**src/rtl/dmt_pkg.sv**
```systemverilog
package dmt_pkg;
  localparam int IDX_W = 2;

  typedef enum logic [IDX_W-1:0] {
    SEL_COUNT   = 2'd0,
    SEL_RELOAD  = 2'd1,
    SEL_MATCH_A = 2'd2,
    SEL_MATCH_B = 2'd3
  } dmt_sel_e;
endpackage

```
**src/rtl/dmt_tick_src.sv**
```systemverilog
module dmt_tick_src #(
  parameter int SYNC_STAGES = 2
) (
  input  logic clk,
  input  logic rst_n,
  input  logic ext_tick,
  input  logic tick_sel,
  output logic tick
);
  localparam int CHAIN_W = SYNC_STAGES + 1;

  logic [CHAIN_W-1:0] chain_q;
  logic ext_pulse;

  generate
    for (genvar g = 0; g < CHAIN_W; g++) begin : g_stage
      if (g == 0) begin : g_first
        always_ff @(posedge clk) begin
          if (!rst_n) chain_q[0] <= 1'b0;
          else        chain_q[0] <= ext_tick;
        end
      end else begin : g_next
        always_ff @(posedge clk) begin
          if (!rst_n) chain_q[g] <= 1'b0;
          else        chain_q[g] <= chain_q[g-1];
        end
      end
    end
  endgenerate

  // rising edge of the synchronised level
  assign ext_pulse = chain_q[SYNC_STAGES-1] & ~chain_q[SYNC_STAGES];
  assign tick      = tick_sel ? ext_pulse : 1'b1;

  // the edge detector yields single-cycle ticks
  a_r9_single_pulse: assert property (@(posedge clk) disable iff (!rst_n)
    ext_pulse |=> !ext_pulse);
endmodule

```
**src/rtl/dmt_regs.sv**
```systemverilog
module dmt_regs
  import dmt_pkg::*;
#(
  parameter int W = 32
) (
  input  logic             clk,
  input  logic             rst_n,
  input  logic             wr_en,
  input  logic [IDX_W-1:0] reg_idx,
  input  logic [W-1:0]     wr_data,
  input  logic [W-1:0]     count,
  output logic [W-1:0]     reload,
  output logic [W-1:0]     match_a,
  output logic [W-1:0]     match_b,
  output logic             cnt_wr,
  output logic [W-1:0]     rd_data
);
  dmt_sel_e sel;
  assign sel    = dmt_sel_e'(reg_idx);
  assign cnt_wr = wr_en && (sel == SEL_COUNT);

  always_ff @(posedge clk) begin
    if (!rst_n) begin
      reload  <= '0;
      match_a <= '0;
      match_b <= '0;
    end else if (wr_en) begin
      case (sel)
        SEL_RELOAD:  reload  <= wr_data;
        SEL_MATCH_A: match_a <= wr_data;
        SEL_MATCH_B: match_b <= wr_data;
        default: ;
      endcase
    end
  end

  always_comb begin
    case (sel)
      SEL_COUNT:   rd_data = count;
      SEL_RELOAD:  rd_data = reload;
      SEL_MATCH_A: rd_data = match_a;
      default:     rd_data = match_b;
    endcase
  end

  // a match write lands at the next edge
  a_r10_match_wr: assert property (@(posedge clk) disable iff (!rst_n)
    (wr_en && sel == SEL_MATCH_A) |=> (match_a == $past(wr_data)));
endmodule

```
**src/rtl/dmt_counter.sv**
```systemverilog
module dmt_counter #(
  parameter int W = 32
) (
  input  logic         clk,
  input  logic         rst_n,
  input  logic         en,
  input  logic         tick,
  input  logic         cnt_wr,
  input  logic [W-1:0] wr_data,
  input  logic [W-1:0] reload,
  output logic [W-1:0] count,
  output logic         dec_step,
  output logic [W-1:0] next_val
);
  logic en_q;
  logic start;
  logic run;
  logic wrap;

  function automatic logic [W-1:0] dec1(input logic [W-1:0] v);
    return v - {{(W-1){1'b0}}, 1'b1};
  endfunction

  assign start    = en && !en_q;
  assign run      = en && en_q;
  assign wrap     = run && tick && !cnt_wr && (count == '0);
  assign dec_step = run && tick && !cnt_wr && (count != '0);
  assign next_val = dec1(count);

  always_ff @(posedge clk) begin
    if (!rst_n) begin
      en_q  <= 1'b0;
      count <= '0;
    end else begin
      en_q <= en;
      if (start)              count <= reload;
      else if (run && cnt_wr) count <= wr_data;
      else if (wrap)          count <= reload;
      else if (dec_step)      count <= next_val;
    end
  end

  // one step down per tick
  a_r2_dec_by_one: assert property (@(posedge clk) disable iff (!rst_n)
    dec_step |=> (count + 1'b1 == $past(count)));
  // a tick at zero reloads
  a_r3_wrap_reload: assert property (@(posedge clk) disable iff (!rst_n)
    wrap |=> (count == $past(reload)));
  // enabling loads the reload value
  a_r4_start_load: assert property (@(posedge clk) disable iff (!rst_n)
    start |=> (count == $past(reload)));
  // a disabled counter keeps its value
  a_r4_hold_off: assert property (@(posedge clk) disable iff (!rst_n)
    !en |=> $stable(count));
  // a count write while running replaces the count
  a_r8_sw_load: assert property (@(posedge clk) disable iff (!rst_n)
    (run && cnt_wr) |=> (count == $past(wr_data)));
endmodule

```
**src/rtl/dmt_match_evt.sv**
```systemverilog
module dmt_match_evt #(
  parameter int W = 32
) (
  input  logic         clk,
  input  logic         rst_n,
  input  logic         dec_step,
  input  logic [W-1:0] next_val,
  input  logic [W-1:0] match_a,
  input  logic [W-1:0] match_b,
  input  logic         ovf_irq_en,
  output logic         irq
);
  logic [W-1:0] m_hi;
  logic [W-1:0] m_lo;
  logic         hit_hi;
  logic         hit_lo;
  logic         hit_zero;
  logic         hit;

  function automatic logic [W-1:0] umax(input logic [W-1:0] a, input logic [W-1:0] b);
    return (a > b) ? a : b;
  endfunction

  function automatic logic [W-1:0] umin(input logic [W-1:0] a, input logic [W-1:0] b);
    return (a > b) ? b : a;
  endfunction

  function automatic logic zero_armed(input logic ovf, input logic [W-1:0] a,
                                      input logic [W-1:0] b);
    return ovf || (a == '0) || (b == '0);
  endfunction

  assign m_hi     = umax(match_a, match_b);
  assign m_lo     = umin(match_a, match_b);
  assign hit_hi   = (next_val != '0) && (next_val == m_hi);
  assign hit_lo   = (next_val != '0) && (next_val == m_lo) && (m_lo != m_hi);
  assign hit_zero = (next_val == '0) && zero_armed(ovf_irq_en, match_a, match_b);
  assign hit      = dec_step && (hit_hi || hit_lo || hit_zero);

  always_ff @(posedge clk) begin
    if (!rst_n) irq <= 1'b0;
    else if (hit) irq <= ~irq;
  end

  // the line moves only on an event
  a_r7_hold_level: assert property (@(posedge clk) disable iff (!rst_n)
    !hit |=> $stable(irq));
  // every event flips the line
  a_r7_flip: assert property (@(posedge clk) disable iff (!rst_n)
    hit |=> (irq != $past(irq)));
  // at most one source per step
  a_r5_single_src: assert property (@(posedge clk) disable iff (!rst_n)
    dec_step |-> $onehot0({hit_hi, hit_lo, hit_zero}));
  // an unarmed zero raises nothing
  a_r6_zero_gate: assert property (@(posedge clk) disable iff (!rst_n)
    (dec_step && next_val == '0 && !ovf_irq_en && match_a != '0 && match_b != '0)
      |=> $stable(irq));
endmodule

```
**src/rtl/dmt_timer.sv**
```systemverilog
module dmt_timer
  import dmt_pkg::*;
#(
  parameter int W           = 32,
  parameter int SYNC_STAGES = 2
) (
  input  logic             clk,
  input  logic             rst_n,
  input  logic             en,
  input  logic             tick_sel,
  input  logic             ovf_irq_en,
  input  logic             ext_tick,
  input  logic             wr_en,
  input  logic [IDX_W-1:0] reg_idx,
  input  logic [W-1:0]     wr_data,
  output logic [W-1:0]     rd_data,
  output logic             irq
);
  logic         tick;
  logic         cnt_wr;
  logic         dec_step;
  logic [W-1:0] count;
  logic [W-1:0] next_val;
  logic [W-1:0] reload;
  logic [W-1:0] match_a;
  logic [W-1:0] match_b;

  dmt_tick_src #(.SYNC_STAGES(SYNC_STAGES)) u_tick (
    .clk(clk), .rst_n(rst_n), .ext_tick(ext_tick), .tick_sel(tick_sel), .tick(tick)
  );

  dmt_regs #(.W(W)) u_regs (
    .clk(clk), .rst_n(rst_n), .wr_en(wr_en), .reg_idx(reg_idx), .wr_data(wr_data),
    .count(count), .reload(reload), .match_a(match_a), .match_b(match_b),
    .cnt_wr(cnt_wr), .rd_data(rd_data)
  );

  dmt_counter #(.W(W)) u_cnt (
    .clk(clk), .rst_n(rst_n), .en(en), .tick(tick), .cnt_wr(cnt_wr),
    .wr_data(wr_data), .reload(reload), .count(count), .dec_step(dec_step),
    .next_val(next_val)
  );

  dmt_match_evt #(.W(W)) u_evt (
    .clk(clk), .rst_n(rst_n), .dec_step(dec_step), .next_val(next_val),
    .match_a(match_a), .match_b(match_b), .ovf_irq_en(ovf_irq_en), .irq(irq)
  );
endmodule

```
**config.mk**
```make
export PLATFORM = sky130hd
export DESIGN_NAME = dmt_timer
export DESIGN_NICKNAME = d
export VERILOG_FILES = /design/src/rtl/dmt_pkg.sv /design/src/rtl/dmt_tick_src.sv /design/src/rtl/dmt_regs.sv /design/src/rtl/dmt_counter.sv /design/src/rtl/dmt_match_evt.sv /design/src/rtl/dmt_timer.sv
export SDC_FILE = /design/constraint.sdc
export NUM_CORES = 1
export LEC_CHECK = 0
export BUFFER_PORTS_ARGS = -buffer_cell sky130_fd_sc_hd__buf_2
export CAP_MARGIN = 20
export CORE_MARGIN = 2
export CORE_UTILIZATION = 40
export CTS_BUF_LIST = sky130_fd_sc_hd__clkbuf_16
export DETAILED_ROUTE_END_ITERATION = 8
export SLEW_MARGIN = 10
export SYNTH_ARGS = -nofsm -noshare
export SYNTH_HDL_FRONTEND = slang
export SYNTH_SLANG_ARGS = --single-unit
```
**constraint.sdc**
```tcl
create_clock -name clk -period 4.55 [get_ports clk]
set_input_delay 0.2275 -clock clk [delete_from_list [all_inputs] [get_ports clk]]
set_output_delay 0.2275 -clock clk [all_outputs]
set_load 0.01 [all_outputs]
```
==> impl_metrics.yaml <==
final_layout:
  layout_commonest_cell: "nand2_1"
  final_cells: 1700
  fill_cells: 2513
  drive_above_1_share_pct: 14.6
  most-common-layout-cells: "303 x nand2_1, 133 x dfxtp_1, 115 x a21boi_0"
  multiInputGateArea_um2: 6910
  antenna-diode-count: 0
  regArea_um2: 2660
  nets: 1434
  area_growth_pct: 12.6
synthesis:
  syn_nets: 1400
  ys.flop_type: "dfxtp_1"
  ys_seq_area_share_pct: 26.4
  async_reset_ff_share_pct: 0
  synth_area_um2: 10100
  syn_area_per_cell_um2: 7.60
  yosysWarnings: 0
  synth_edf_count: 0
  synth_cell_types: 66
  netlist_instances: 1324
  ys_seq_elements: 133
sta:
  fin_crit_ns: 4.15
  slew_headroom_pct: 22.0
  worst_slew_pin_slew_ns: 1.17
  finalSetupViolations: 0
  post-route-period-util_pct: 91.2
  finalSetupTns_ns: 0
  skew_ns: 0.0150
  rsz0062_at_grt: "no"
  hold_viol_final: 0
  fmax_ghz: 0.241
  slew_violations: 0
routing:
  drcViolationCount: 0
  wl_per_cell_um: 22.7
  first_iter_violations: 1180
  wl_um: 38600
  first_pass_iters: 5
  ant_nets: 0
  num_vias: 10448
  vias_per_cell: 6.15
clocking:
  cts_setup_buffers: 0
  cts_tree: "built"
  cts_root_buf: "clkbuf_16"
  worstSkewPairLatency_ns: 0.44
  cts_made_buffers: 17
  cts_buffer_depth: 2
  ctsHoldBuffers: 0
  path_clk_slew_ns: 0.07
  cts.htree.levels: 4
  cts_sinks: 133
setup_path:
  cp.required_ns: 4.88
  reg2reg_slack_ns: 0.40
  worstReg2RegStart: "u_regs.match_b[20]$_SDFFE_PN0P_"
  path_buf_inv: 2
  path_cells: "inv_1 -> ha_1 -> nand4_1 -> nor4_1 -> and3_1 -> and2_2 -> buf_4 -> o22ai_1 -> nand2_1 -> nand4_1 -> a2111oi_0 -> a31oi_1 -> nand4_1 -> o211ai_2"
  cp-start-kind: "flop"
  crit_top_cell: "nand4_1"
  cp_max_fo: 33
  cp_slowest_cell: "nor4_1"
  end_kind: "flop"
  critPathKind: "flop to flop"
  arrival_ns: 4.48
  critPathMaxStageDelay_ns: 0.57
  reg2reg_depth: 14
  cp_top_family: "simple AND/OR/NAND/NOR gates"
  r2r_end: "u_evt.irq$_SDFFE_PN0P_"
floorplan:
  die_area_um2: 26500
  initial_utilization_pct: 40.3
  die_h_um: 163
  die_w_um: 163
  num_rows: 58
  core_um2: 25000
  boundaryPins: 74
outcome:
  outcome: "finished, final reports clean"
global_route:
  grt_pass1_vias: 10074
  grt_max_degree: 92
  grt_overflow: 0
  grt.total_usage_pct: 29.6
  antenna_found_initial: 0
  grt_pass1_wl_um: 60200
worst_hold_path:
  hold_depth: 2
  min-delay-start: "ext_tick"
  holdPathEnd: "u_tick.chain_q[0]$_SDFF_PN0_"
  min_path_type: "input pin to flop"
pwr:
  powerDensity_nw_per_um2: 382
  worst_ir_drop_vdd_mv: 0.295
  power.leakage_nw: 4.14
place:
  place_hpwl_um: 27400
  gp_congestion: 1.02
  port_buffers: 73
  dp_cells: 1669
run:
  cap_violations: 0
[Yosys cell counts, types with 6 or more instances]
| master | number | area share (%) |
|---|---|---|
| nor3_1 | 15 | 0.75 |
| mux4_2 | 32 | 7.2 |
| inv_1 | 40 | 1.5 |
| nor2b_1 | 43 | 2.7 |
| nand2_1 | 303 | 11 |
| ha_1 | 35 | 4.3 |
| a31oi_1 | 7 | 0.43 |
| nor4_1 | 24 | 1.5 |
| buf_2 | 6 | 0.30 |
| o211ai_1 | 53 | 4.0 |
| xnor2_1 | 19 | 1.7 |
| xor2_1 | 13 | 1.1 |
| nand3_1 | 17 | 0.85 |
| and2_1 | 42 | 2.6 |
| a21boi_0 | 115 | 8.6 |
| o21ai_0 | 29 | 1.4 |
| a21oi_1 | 37 | 1.8 |
| o221ai_1 | 28 | 2.4 |
| o22ai_1 | 48 | 3.0 |
| clkbuf_1 | 78 | 2.9 |
| a221oi_1 | 7 | 0.61 |
| o22a_1 | 7 | 0.61 |
| dfxtp_1 | 133 | 26 |
| nor2_1 | 84 | 3.1 |
| nand4_1 | 27 | 1.7 |
| nor3b_1 | 7 | 0.52 |
[cell families after synthesis]
kind of cell / share of synthesized area (%)
simple gates: 28.4
fa+ha+maj: 4.35
xor+xnor: 3.27
flops: 26.4
compound gates: 24.9
buf+inv: 5.26
mux: 7.36
[per-layer routing]
metal	GRT usage (%)	part of all wire [%]	vias to the layer above
met2	48.5	47	486
met3	5.04	7.1	74
met4	10.3	2.8	0
met5	0	0	-
met1	39.6	43	5046
li1	-	-	4842
[cell type report]
cell class | count | area share (%)
Sequential cell | 133 | 23.5
Multi-Input combinational cell | 1059 | 61.0
Clock inverter | 14 | 1.32
Tap cell | 330 | 3.64
Clock buffer | 17 | 3.75
Timing Repair Buffer | 107 | 5.50
Inverter | 40 | 1.32
[power breakdown]
group          leakage, nW  internal (W)  switching [W]
Combinational         2.79      0.000589        0.00102
Clock                0.267      0.000809       0.000600
Sequential            1.08       0.00122      0.0000876
Total                 4.14       0.00262        0.00171
[sequential cells by signal (all words and copies together), names as in the netlist]
signal          flops
u_regs.match_a     32
u_evt.irq           1
u_regs.reload      32
u_regs.match_b     32
u_tick.chain_q      3
u_cnt.count        32
u_cnt.en_q          1
[repair_timing]
item / in CTS / in global routing
setup endpoints to repair: 0 / 1
resized for setup: 0 / 1
hold endpoints to repair: 0 / 0
[worst max-delay path by stage]
stage / from / end / slack (ns) / depth (start not counted)
6_report: u_regs.match_b[20]$_SDFFE_PN0P_ / u_evt.irq$_SDFFE_PN0P_ / 0.40 / 14
5_1_grt: u_regs.match_b[19]$_SDFFE_PN0P_ / u_evt.irq$_SDFFE_PN0P_ / 0.12 / 14
4_1_cts: u_cnt.count[0]$_SDFFE_PN0P_ / u_evt.irq$_SDFFE_PN0P_ / 0.23 / 14
3_5_place_dp: u_cnt.count[0]$_SDFFE_PN0P_ / u_evt.irq$_SDFFE_PN0P_ / 0.25 / 14
3_3_place_gp: u_cnt.count[0]$_SDFFE_PN0P_ / u_evt.irq$_SDFFE_PN0P_ / 0.32 / 14
2_1_floorplan: u_cnt.count[0]$_SDFFE_PN0P_ / u_evt.irq$_SDFFE_PN0P_ / 0.99 / 16
[metrics by stage]
step                power [W]  util (%)  hold slack, ns  worst slack [ns]  instance area, um2
global route          0.00453      45.4          0.0145             0.123               11300
finish                0.00433      45.4         0.00865             0.399               11300
global placement      0.00289      43.1           0.424             0.324               10800
CTS                   0.00430      45.4         0.00975             0.231               11300
floorplan             0.00239         -           0.349             0.992               10100
detailed placement    0.00290      43.1           0.428             0.250               10800
Power figures use the tool's default switching activity.
